==> src/rtl/chg_pkg.sv <==
package chg_pkg;
  typedef enum logic [3:0] {
    PH_OFF     = 4'd0,
    PH_DISCH   = 4'd1,
    PH_PEND    = 4'd2,
    PH_FAST    = 4'd3,
    PH_TOPOFF  = 4'd4,
    PH_TRICKLE = 4'd5,
    PH_DONE    = 4'd6,
    PH_ABSENT  = 4'd7,
    PH_OVHOLD  = 4'd8
  } phase_e;

  typedef enum logic [1:0] {
    MD_OFF     = 2'd0,
    MD_FAST    = 2'd1,
    MD_TOPOFF  = 2'd2,
    MD_TRICKLE = 2'd3
  } mode_e;
endpackage

==> src/rtl/chg_prescale.sv <==
module chg_prescale #(
  parameter int unsigned TICK_DIV = 4
) (
  input  logic clk_i,
  input  logic rst_ni,
  output logic tick_o
);
  localparam int unsigned PW = (TICK_DIV > 1) ? $clog2(TICK_DIV) : 1;
  localparam logic [PW-1:0] LAST = PW'(TICK_DIV - 1);

  logic [PW-1:0] cnt_q;

  assign tick_o = (cnt_q == LAST);

  always_ff @(posedge clk_i or negedge rst_ni) begin
    if (!rst_ni)     cnt_q <= '0;
    else if (tick_o) cnt_q <= '0;
    else             cnt_q <= cnt_q + 1'b1;
  end

  // ticks are spaced exactly TICK_DIV cycles apart
  p_tick_spacing_r9: assert property (@(posedge clk_i) disable iff (!rst_ni)
    tick_o |=> (cnt_q == '0));
endmodule

==> src/rtl/chg_win_cnt.sv <==
module chg_win_cnt #(
  parameter int unsigned W = 6
) (
  input  logic         clk_i,
  input  logic         rst_ni,
  input  logic         clr_i,
  input  logic         run_i,
  input  logic         tick_i,
  input  logic [W-1:0] limit_i,
  output logic         exp_o
);
  logic [W-1:0] cnt_q;

  assign exp_o = (cnt_q >= limit_i);

  always_ff @(posedge clk_i or negedge rst_ni) begin
    if (!rst_ni)                          cnt_q <= '0;
    else if (clr_i)                       cnt_q <= '0;
    else if (run_i && tick_i && !exp_o)   cnt_q <= cnt_q + 1'b1;
  end

  p_clear_r9: assert property (@(posedge clk_i) disable iff (!rst_ni)
    clr_i |=> (cnt_q == '0));
  p_advance_r9: assert property (@(posedge clk_i) disable iff (!rst_ni)
    (!clr_i && run_i && tick_i && !exp_o) |=> (cnt_q == $past(cnt_q) + 1'b1));
  p_hold_idle_r9: assert property (@(posedge clk_i) disable iff (!rst_ni)
    (!clr_i && !run_i) |=> $stable(cnt_q));
endmodule

==> src/rtl/chg_fsm.sv <==
module chg_fsm
  import chg_pkg::*;
(
  input  logic   clk_i,
  input  logic   rst_ni,
  input  logic   pwr_ok_i,
  input  logic   inh_i,
  input  logic   dcmd_i,
  input  logic   v_low_i,
  input  logic   v_high_i,
  input  logic   t_cold_i,
  input  logic   t_hot_i,
  input  logic   t_cut_i,
  input  logic   pvd_sel_i,
  input  logic   term_any_i,
  input  logic   topoff_en_i,
  input  logic   safe_exp_i,
  input  logic   win_exp_i,
  output phase_e phase_o,
  output logic   dis_en_o,
  output mode_e  mode_o,
  output logic   tmr_clr_o,
  output logic   safe_run_o,
  output logic   win_run_o
);
  phase_e st_q, st_d;
  logic   pwr_q, inh_q, dcmd_q, vhi_q;
  logic   dcmd_fall, start, cold, qual, stop_fast, active;

  assign active    = pwr_ok_i && inh_i;
  assign dcmd_fall = dcmd_q && !dcmd_i;
  assign start     = (pwr_ok_i && !pwr_q) || (inh_i && !inh_q) ||
                     ((st_q == PH_ABSENT) && vhi_q && !v_high_i);
  assign cold      = t_cold_i && !pvd_sel_i;
  assign qual      = !v_low_i && !v_high_i && !t_hot_i && !cold;
  assign stop_fast = term_any_i || t_cut_i || cold || safe_exp_i;

  always_comb begin
    st_d = st_q;
    if (!active)         st_d = PH_OFF;
    else if (dcmd_fall)  st_d = PH_DISCH;
    else if (start)      st_d = dcmd_i ? PH_PEND : PH_DISCH;
    else begin
      unique case (st_q)
        PH_DISCH:   if (v_high_i) st_d = PH_ABSENT;
                    else if (v_low_i) st_d = PH_PEND;
        PH_PEND:    if (v_high_i) st_d = PH_ABSENT;
                    else if (qual) st_d = PH_FAST;
        PH_FAST:    if (v_high_i) st_d = PH_OVHOLD;
                    else if (stop_fast) st_d = topoff_en_i ? PH_TOPOFF : PH_TRICKLE;
        PH_TOPOFF:  if (v_high_i) st_d = PH_OVHOLD;
                    else if (t_cut_i || safe_exp_i) st_d = PH_TRICKLE;
        PH_TRICKLE,
        PH_DONE:    if (v_high_i) st_d = PH_OVHOLD;
        PH_OVHOLD:  if (!v_high_i) st_d = PH_DONE;
                    else if (win_exp_i) st_d = PH_ABSENT;
        default:    st_d = st_q;
      endcase
    end
  end

  always_ff @(posedge clk_i or negedge rst_ni) begin
    if (!rst_ni) begin
      st_q   <= PH_OFF;
      pwr_q  <= 1'b0;
      inh_q  <= 1'b0;
      dcmd_q <= 1'b1;
      vhi_q  <= 1'b0;
    end else begin
      st_q   <= st_d;
      pwr_q  <= pwr_ok_i;
      inh_q  <= inh_i;
      dcmd_q <= dcmd_i;
      vhi_q  <= v_high_i;
    end
  end

  always_comb begin
    unique case (st_q)
      PH_FAST:                     mode_o = MD_FAST;
      PH_TOPOFF:                   mode_o = MD_TOPOFF;
      PH_PEND, PH_TRICKLE, PH_DONE: mode_o = MD_TRICKLE;
      default:                     mode_o = MD_OFF;
    endcase
  end

  assign phase_o    = st_q;
  assign dis_en_o   = (st_q == PH_DISCH);
  assign tmr_clr_o  = (st_d != st_q);
  assign safe_run_o = (st_q == PH_FAST) || (st_q == PH_TOPOFF);
  assign win_run_o  = (st_q == PH_OVHOLD);

  p_inhibit_off_r3: assert property (@(posedge clk_i) disable iff (!rst_ni)
    !active |=> (st_q == PH_OFF));
  p_dcmd_edge_r4: assert property (@(posedge clk_i) disable iff (!rst_ni)
    (active && $fell(dcmd_i)) |=> (st_q == PH_DISCH));
  p_fast_entry_r5: assert property (@(posedge clk_i) disable iff (!rst_ni)
    ((st_q == PH_FAST) && ($past(st_q) != PH_FAST)) |-> ($past(st_q) == PH_PEND));
  p_absent_hold_r6: assert property (@(posedge clk_i) disable iff (!rst_ni)
    ((st_q == PH_ABSENT) && v_high_i && active && dcmd_i && dcmd_q && pwr_q && inh_q)
    |=> (st_q == PH_ABSENT));
  p_ovhold_entry_r7: assert property (@(posedge clk_i) disable iff (!rst_ni)
    ((st_q == PH_FAST) && v_high_i && active && !dcmd_fall && !start) |=> (st_q == PH_OVHOLD));
  p_topoff_entry_r10: assert property (@(posedge clk_i) disable iff (!rst_ni)
    ((st_q == PH_TOPOFF) && ($past(st_q) != PH_TOPOFF)) |-> ($past(st_q) == PH_FAST));
endmodule

==> src/rtl/chg_seq_top.sv <==
module chg_seq_top
  import chg_pkg::*;
#(
  parameter int unsigned TICK_DIV   = 4,
  parameter int unsigned BASE_TICKS = 2,
  parameter int unsigned MCV_TICKS  = 3
) (
  input  logic       clk_i,
  input  logic       rst_ni,
  input  logic       pwr_ok_i,
  input  logic       inh_i,
  input  logic       dcmd_i,
  input  logic       v_low_i,
  input  logic       v_high_i,
  input  logic       t_cold_i,
  input  logic       t_hot_i,
  input  logic       t_cut_i,
  input  logic       pvd_sel_i,
  input  logic       term_dtdt_i,
  input  logic       term_pvd_i,
  input  logic       term_ndv_i,
  input  logic       topoff_en_i,
  input  logic [2:0] tmr_cfg_i,
  output logic [3:0] phase_o,
  output logic       dis_en_o,
  output logic [1:0] chg_mode_o
);
  localparam int unsigned SW = $clog2(BASE_TICKS * 16 + 1);
  localparam int unsigned MW = $clog2(MCV_TICKS + 1) + 1;
  localparam logic [SW-1:0] BASE = SW'(BASE_TICKS);

  logic          tick, tmr_clr, safe_run, win_run, safe_exp, win_exp;
  logic [SW-1:0] safe_lim;
  phase_e        phase;
  mode_e         mode;

  always_comb begin
    case (tmr_cfg_i)
      3'd0:    safe_lim = BASE << 4;
      3'd1:    safe_lim = BASE << 3;
      3'd2:    safe_lim = BASE << 2;
      3'd3:    safe_lim = BASE << 1;
      default: safe_lim = BASE;
    endcase
  end

  chg_prescale #(.TICK_DIV(TICK_DIV)) u_pre (
    .clk_i (clk_i), .rst_ni (rst_ni), .tick_o (tick)
  );

  chg_win_cnt #(.W(SW)) u_safe (
    .clk_i (clk_i), .rst_ni (rst_ni), .clr_i (tmr_clr), .run_i (safe_run),
    .tick_i (tick), .limit_i (safe_lim), .exp_o (safe_exp)
  );

  chg_win_cnt #(.W(MW)) u_ovwin (
    .clk_i (clk_i), .rst_ni (rst_ni), .clr_i (tmr_clr), .run_i (win_run),
    .tick_i (tick), .limit_i (MW'(MCV_TICKS)), .exp_o (win_exp)
  );

  chg_fsm u_fsm (
    .clk_i       (clk_i),
    .rst_ni      (rst_ni),
    .pwr_ok_i    (pwr_ok_i),
    .inh_i       (inh_i),
    .dcmd_i      (dcmd_i),
    .v_low_i     (v_low_i),
    .v_high_i    (v_high_i),
    .t_cold_i    (t_cold_i),
    .t_hot_i     (t_hot_i),
    .t_cut_i     (t_cut_i),
    .pvd_sel_i   (pvd_sel_i),
    .term_any_i  (term_dtdt_i || term_pvd_i || term_ndv_i),
    .topoff_en_i (topoff_en_i),
    .safe_exp_i  (safe_exp),
    .win_exp_i   (win_exp),
    .phase_o     (phase),
    .dis_en_o    (dis_en_o),
    .mode_o      (mode),
    .tmr_clr_o   (tmr_clr),
    .safe_run_o  (safe_run),
    .win_run_o   (win_run)
  );

  assign phase_o    = phase;
  assign chg_mode_o = mode;
endmodule

==> config.mk <==
export PLATFORM = sky130hd
export DESIGN_NAME = chg_seq_top
export DESIGN_NICKNAME = d
export VERILOG_FILES = /design/src/rtl/chg_pkg.sv /design/src/rtl/chg_prescale.sv /design/src/rtl/chg_win_cnt.sv /design/src/rtl/chg_fsm.sv /design/src/rtl/chg_seq_top.sv
export SDC_FILE = /design/constraint.sdc
export NUM_CORES = 1
export LEC_CHECK = 0
export BUFFER_PORTS_ARGS = -buffer_cell sky130_fd_sc_hd__buf_2
export CELL_PAD_IN_SITES_DETAIL_PLACEMENT = 0
export CELL_PAD_IN_SITES_GLOBAL_PLACEMENT = 2
export CORE_MARGIN = 10
export CORE_UTILIZATION = 36
export DETAILED_ROUTE_END_ITERATION = 6
export PLACE_DENSITY_LB_ADDON = 0.1
export SLEW_MARGIN = 20
export SYNTH_ARGS = -nofsm -noshare
export SYNTH_HDL_FRONTEND = slang
export SYNTH_HIERARCHICAL = 1
export SYNTH_SLANG_ARGS = --single-unit
==> constraint.sdc <==
create_clock -name clk_i -period 6.44 [get_ports clk_i]
set_clock_uncertainty 0.2 [all_clocks]
set_input_delay 1.288 -clock clk_i [delete_from_list [all_inputs] [get_ports clk_i]]
set_output_delay 1.288 -clock clk_i [all_outputs]
set_load 0.02 [all_outputs]
=== Word level (Yosys, flattened, before mapping) ===
Index checks and enable logic that the tools add are counted.

* Register bits after elaboration: 19
* Memories kept: 0
* Bits in read-only memories: 0
* Output and inout bits: 7
* Bits in writable memories: 0
* Bits in latches: 0
* Bits of input ports: 18

* Reductions and logical operators: 38
* $add $sub $neg: 3
* Multiply operators: 0
* $lt $le $gt $ge: 2
* Muxes and demuxes: 24
* Div/mod/pow operators: 0
* Bitwise logic cells: 0
* Eq/ne operators: 13
* Shift-type cells: 0

{| class="wikitable"
|+ Operator list
! operator !! count
|-
| $mux 4 || 14
|-
| $pmux 4 s6 || 1
|-
| $pmux 6 s4 || 1
|-
| $eq 4x3->1 const B || 4
|-
| $logic_and 1x1->1 || 14
|-
| $mux 6 || 2
|-
| $logic_not 1->1 || 10
|-
| $logic_or 1x1->1 || 9
|-
| $eq 4x2->1 const B || 2
|-
| $add 6x1->6 const B || 1
|-
| $eq 3x2->1 const B || 2
|-
| $ge 6x6->1 || 1
|-
| $mux 3 || 2
|-
| $pmux 2 s3 || 1
|-
| $eq 4x1->1 const B || 1
|-
| $eq 4x4->1 const B || 1
|-
| $mux 2 || 2
|-
| $ne 4x4->1 || 1
|-
| $reduce_bool 2->1 || 2
|-
| $add 3x1->3 const B || 1
|-
| $eq 3x1->1 const B || 1
|-
| $ge 3x2->1 const B || 1
|-
| $logic_not 3->1 || 1
|-
| $reduce_or 3->1 || 1
|-
| other kinds (4) || 4
|}

=== Longest topological paths before layout ===
* Word-level depth: 13
* Gate-level depth with buffers: 15

=== By module ===
Netlist, hierarchy kept.

{| class="wikitable"
|+ Modules (own cells, without submodules)
! module !! area each (um^2) !! times used !! cells an instance
|-
| chg_fsm || 837.1 || 1 || 116
|-
| chg_win_cnt (u_safe) || 462.9 || 1 || 49
|-
| chg_win_cnt (u_ovwin) || 266.5 || 1 || 27
|-
| chg_prescale || 66.3 || 1 || 4
|-
| chg_seq_top || 46.3 || 1 || 8
|}

=== Worst setup path before layout ===
OpenSTA, ideal clock, no wires.

* Kind: input to register
* From: input tmr_cfg_i[0]
* To: register u_safe.cnt_q[4]
* Stages: 14
* Arrival: 4.543 ns
* Required time: 6.174 ns
* Path slack: 1.631 ns
* Cells stage by stage: nor3b_1 inv_1 ha_1 a21oi_2 o221ai_1 or3_1 nor3_1 o2bb2ai_1 a311oi_2 xnor2_1 nand4_1 or4_1 or4_1 nand2_1

* Longest elaborated chain between the ends: 12
* Elaborated cells on any way between the ends: 21
* Classes of those cells: order compare (1); eq/ne (4); mux (10); reduce/logical (6)

{| class="wikitable"
|+ Ends and longest elaborated chain
! element !! line !! RTL
|-
| from (decl) || chg_seq_top.sv:23 || <nowiki>input logic [2:0] tmr_cfg_i,</nowiki>
|-
| $eq 3x2->1, or another cell as far along || chg_seq_top.sv:38 || <nowiki>case (tmr_cfg_i)</nowiki>
|-
| $pmux 6 s4 (*) || chg_seq_top.sv:38 ||
|-
| $ge 6x6->1 (*) || chg_win_cnt.sv:14 || <nowiki>assign exp_o = (cnt_q >= limit_i);</nowiki>
|-
| net safe_exp || chg_seq_top.sv:32 || <nowiki>logic tick, tmr_clr, safe_run, win_run, safe_exp, win_exp;</nowiki>
|-
| $logic_or 1x1->1, on equally long branches || chg_fsm.sv:52, chg_fsm.sv:36 ||
|-
| $mux 4, on equally long branches || chg_fsm.sv:52, chg_fsm.sv:50 ||
|-
| $mux 4, on equally long branches || chg_fsm.sv:51, chg_fsm.sv:49 ||
|-
| $pmux 4 s6 (*) || chg_fsm.sv:44 || <nowiki>unique case (st_q)</nowiki>
|-
| $mux 4 (*) || chg_fsm.sv:42 || <nowiki>else if (start) st_d = dcmd_i ? PH_PEND : PH_DISCH;</nowiki>
|-
| $mux 4 (*) || chg_fsm.sv:41 || <nowiki>else if (dcmd_fall) st_d = PH_DISCH;</nowiki>
|-
| $mux 4 (*) || chg_fsm.sv:40 || <nowiki>if (!active) st_d = PH_OFF;</nowiki>
|-
| net u_fsm.st_d[1] || chg_fsm.sv:26 || <nowiki>phase_e st_q, st_d;</nowiki>
|-
| $ne 4x4->1 (*) || chg_fsm.sv:89 || <nowiki>assign tmr_clr_o = (st_d != st_q);</nowiki>
|-
| net tmr_clr || chg_seq_top.sv:32 ||
|-
| $mux 6 or $reduce_bool 2->1 (tied branches) || n/a ||
|-
| to (signal assigned) || chg_win_cnt.sv:19 || <nowiki>else if (run_i && tick_i && !exp_o) cnt_q <= cnt_q + 1'b1;</nowiki>
|-
| to (decl) || chg_win_cnt.sv:12 || <nowiki>logic [W-1:0] cnt_q;</nowiki>
|}

The timed path passes the listed nets; every way through them passes the cells marked *.
A chain may end at the register's enable or synchronous reset.

=== Worst setup path in the final report ===
* From: input tmr_cfg_i[0]
* To: register u_safe.cnt_q[4]

* Longest elaborated chain between the ends: 12
* Elaborated cells on any way between the ends: 21
* Classes of those cells: order compare (1); eq/ne (4); mux (10); reduce/logical (6)

{| class="wikitable"
|+ Ends and longest elaborated chain
! element !! line !! RTL
|-
| $eq 3x2->1, or another cell as far along || chg_seq_top.sv:38 ||
|-
| $pmux 6 s4 (*) || chg_seq_top.sv:38 ||
|-
| net safe_lim[3] || chg_seq_top.sv:33 || <nowiki>logic [SW-1:0] safe_lim;</nowiki>
|-
| $ge 6x6->1 (*) || chg_win_cnt.sv:14 ||
|-
| net safe_exp || chg_seq_top.sv:32 ||
|-
| $logic_or 1x1->1, on equally long branches || chg_fsm.sv:52, chg_fsm.sv:36 ||
|-
| $mux 4, on equally long branches || chg_fsm.sv:52, chg_fsm.sv:50 ||
|-
| $mux 4, on equally long branches || chg_fsm.sv:51, chg_fsm.sv:49 ||
|-
| $pmux 4 s6 (*) || chg_fsm.sv:44 ||
|-
| $mux 4 (*) || chg_fsm.sv:42 ||
|-
| $mux 4 (*) || chg_fsm.sv:41 ||
|-
| $mux 4 (*) || chg_fsm.sv:40 ||
|-
| net u_fsm.st_d[1] || chg_fsm.sv:26 ||
|-
| $ne 4x4->1 (*) || chg_fsm.sv:89 ||
|-
| net tmr_clr || chg_seq_top.sv:32 ||
|-
| $mux 6 or $reduce_bool 2->1 (tied branches) || n/a ||
|}

Marked as above.

==> impl_metrics.py <==
metrics = {
    "worst_setup_path": {
        "slowest_stage": "or4_1",
        "path_delay_family": "simple AND/OR/NAND/NOR gates",
        "cp.required_ns": 6.43,
        "r2r_end": "u_safe/cnt_q[4]$_DFFE_PN0P_",
        "cp_cell_sequence": "buf_2, nor3b_1, inv_1, ha_1, a21oi_2, o221ai_1, or3_1, nor3_1, o2bb2ai_1, a311oi_2, xnor2_1, nand4_1, or4_1, or4_1, nand2_1",
        "critPathMaxStageDelay_ns": 0.62,
        "crit_path_end": "u_safe/cnt_q[4]$_DFFE_PN0P_",
        "crit_top_cell": "or4_1",
        "crit_path_end_kind": "register",
        "rr_worst_depth": 12,
        "arrival_ns": 5.01,
        "critPathLaunch": "tmr_cfg_i[0]",
        "criticalPathCategory": "in -> reg",
        "path_buf_inv": 2,
        "worstReg2RegStart": "u_safe/cnt_q[1]$_DFFE_PN0P_",
        "cp-start-kind": "primary input",
        "r2r_setup_slack_ns": 2.38,
        "cp_num_cells": 15,
        "critPathMaxFanout": 13,
    },
    "pwr": {
        "leakagePower_nw": 0.881,
        "max-vdd-ir-drop_v": 0.0000662,
        "power.density_mw_per_mm2": 136,
    },
    "worst_hold_path": {
        "holdCritPathClass": "reg -> reg",
    },
    "synthesis": {
        "async_reset_ff_share_pct": 100,
        "yosys_register_bits": 19,
        "synth_flop_cell": "dfrtp_1",
        "synth-edff-count": 0,
        "ys_seq_area_share_pct": 28.4,
        "syn_area_per_cell_um2": 8.23,
        "ys_types": 60,
        "synthCells": 204,
        "ys_warn_count": 6,
        "netlist_area_mm2": 0.00168,
    },
    "outcome": {
        "status": "finished clean",
    },
    "run": {
        "drv_cap": 0,
    },
    "finish": {
        "seq_area_um2": 477,
        "multi_input_area_mm2": 0.00111,
        "layout-drive-gt1-share_pct": 18.2,
        "nFillCells": 480,
        "synthToLayoutAreaGrowth_pct": 11.6,
        "final_cells": 277,
        "fin_nets": 256,
        "diodes": 0,
    },
    "placement": {
        "dp_hpwl_mm": 3.15,
        "gp_congestion": 0.820,
        "place_inst": 273,
        "io_buffers": 24,
    },
    "sta": {
        "clock.fmax_mhz": 199,
        "slew_violations": 0,
        "slew_headroom_pct": 52.5,
        "setup_tns_ns": 0,
        "tightest_slew_ns": 0.712,
        "grt_setup_unrepaired": "false",
        "period_minus_slack_ns": 5.02,
        "fin_crit_sh_pct": 77.9,
        "hold_violations": 0,
        "setup_viol": 0,
    },
    "cts": {
        "clockRootBuffer": "clkbuf_8",
        "htree_levels": 1,
        "cts_resized": 0,
        "holdBufCountCts": 0,
        "clk_latency_ns": 0.25,
        "postCtsSetupBuffers": 0,
        "clock-sinks": 19,
        "cts_tree": "yes",
        "clk_path_buf_depth": 2,
        "path_clk_slew_ns": 0.07,
        "cts_made_buffers": 3,
    },
    "route": {
        "first_iter_violations": 76,
        "routed_wirelength_mm": 4.14,
        "first_pass_iters": 4,
        "drc": 0,
        "post_drt_wl_per_cell_um": 14.9,
        "via_per_inst": 5.34,
        "via_count": 1480,
        "antenna_left": 0,
    },
    "die": {
        "dieWidth_um": 88.3,
        "die_area_mm2": 0.00780,
        "initial_core_util_pct": 37.8,
        "ios": 25,
        "row_count": 24,
        "core_area_mm2": 0.00444,
        "die_y_um": 88.3,
    },
    "grt": {
        "grt-ovfl-total": 0,
        "grt_start_max_net_pins": 27,
        "grt_antenna_before_repair": 0,
        "track_usage_pct": 10.8,
        "grt_pass1_vias": 1471,
        "grt_pass1_wl_mm": 6.85,
    },
}
## power breakdown
part	switching, mW	internal (mW)
logic	0.0271	0.0187
clock network	0.0405	0.0430
registers	0.00426	0.121
## how the worst min path moves through the flow
stage | from | endpoint | cells after the start
after global placement | u_pre/cnt_q[0]$_DFF_PN0_ | u_pre/cnt_q[0]$_DFF_PN0_ | 1
final | u_pre/cnt_q[0]$_DFF_PN0_ | u_pre/cnt_q[0]$_DFF_PN0_ | 1
after floorplan | u_pre/cnt_q[0]$_DFF_PN0_ | u_pre/cnt_q[0]$_DFF_PN0_ | 1
after CTS | u_pre/cnt_q[0]$_DFF_PN0_ | u_pre/cnt_q[0]$_DFF_PN0_ | 1
after global routing | u_pre/cnt_q[0]$_DFF_PN0_ | u_pre/cnt_q[0]$_DFF_PN0_ | 1
after detailed placement | u_pre/cnt_q[0]$_DFF_PN0_ | u_pre/cnt_q[0]$_DFF_PN0_ | 1
## registers in the layout, summed over array words and instances, names as in the netlist
signal         flops
u_fsm/inh_q        1
u_fsm/pwr_q        1
u_pre/cnt_q        2
u_safe/cnt_q       6
u_ovwin/cnt_q      3
u_fsm/vhi_q        1
u_fsm/dcmd_q       1
u_fsm/phase_o      4
## cell usage in the layout (no fill, tap or decap), drive strengths merged, types with 3 or more instances in the layout
cell type,count
o21ai,13
nor2b,7
buf,24
mux2i,4
ha,12
nand4,4
inv,14
nor2,17
nor3,6
a21oi,15
dfrtp,18
nand3b,3
nand2,15
or2,3
clkbuf,3
xor2,3
or3,4
nand2b,10
conb,4
and2,3
mux2,3
nand3,5
## stage by stage
stage | instance area [um2] | power (mW) | hold slack [ns] | setup slack [ns] | utilization (%)
4_1_cts | 1870 | 0.258 | 0.235 | 1.44 | 42.1
3_3_place_gp | 1830 | 0.173 | 0.214 | 1.29 | 41.1
6_report | 1870 | 0.255 | 0.232 | 1.42 | 42.1
2_1_floorplan | 1690 | 0.158 | 0.203 | 1.63 | -
5_1_grt | 1870 | 0.269 | 0.284 | 1.09 | 42.1
3_5_place_dp | 1830 | 0.174 | 0.225 | 1.18 | 41.1
## final cells by class
| class | instances | area share (%) |
|---|---|---|
| multi-input combinational | 164 | 59.4 |
| clock buffer | 3 | 2.20 |
| inverter | 14 | 2.81 |
| clock inverter | 1 | 0.267 |
| sequential | 19 | 25.5 |
| timing repair buffer | 24 | 6.41 |
| tap | 52 | 3.47 |
## metal layers
metal  routed length (um)  global-route usage (%)  vias to the layer above
met4                   58                    3.52                        0
met2                 2030                    18.5                       25
met5                    0                       0                        -
met1                 1920                    13.5                      681
met3                  136                    1.84                        4
li1                     -                       -                      770
## cells in the mapped netlist (2+ instances only)
| library cell | n | area [um2] |
|---|---|---|
| mux2i_1 | 4 | 40.0 |
| nand2_1 | 15 | 56.3 |
| a21oi_1 | 12 | 60.1 |
| nor2b_1 | 7 | 43.8 |
| a31oi_1 | 2 | 12.5 |
| nor3_1 | 6 | 30.0 |
| nor3b_1 | 2 | 15.0 |
| a221o_1 | 2 | 20.0 |
| nand2b_1 | 10 | 62.6 |
| conb_1 | 2 | 7.51 |
| o21ai_1 | 2 | 10.0 |
| mux2_1 | 2 | 22.5 |
| a21oi_2 | 2 | 17.5 |
| o31ai_1 | 2 | 15.0 |
| xor2_1 | 3 | 26.3 |
| and2_1 | 2 | 12.5 |
| o211ai_1 | 2 | 15.0 |
| nand3_1 | 5 | 25.0 |
| o21ai_0 | 10 | 50.1 |
| dfrtp_1 | 18 | 450 |
| ha_1 | 12 | 150 |
| nand3b_1 | 3 | 22.5 |
| buf_2 | 3 | 15.0 |
| or3_1 | 4 | 25.0 |
| clkbuf_1 | 4 | 15.0 |
| nor2_1 | 17 | 63.8 |
| nand4_1 | 4 | 25.0 |
| inv_1 | 13 | 48.8 |
| or4_1 | 2 | 15.0 |
| xnor2_1 | 2 | 17.5 |
## kinds of logic after synthesis
logic type | after synthesis | share of synthesized area [%]
DFF | 19 | 28.4
buffers and inverters | 23 | 5.81
other | 2 | 0.447
muxes | 7 | 4.40
xor gates and xnor gates | 5 | 2.61
AOI/OAI and AO/OA | 48 | 20.6
and+or+nand+nor | 88 | 28.8
adders and majority gates | 12 | 8.94
Note: power is estimated with default switching activity, not from simulation.
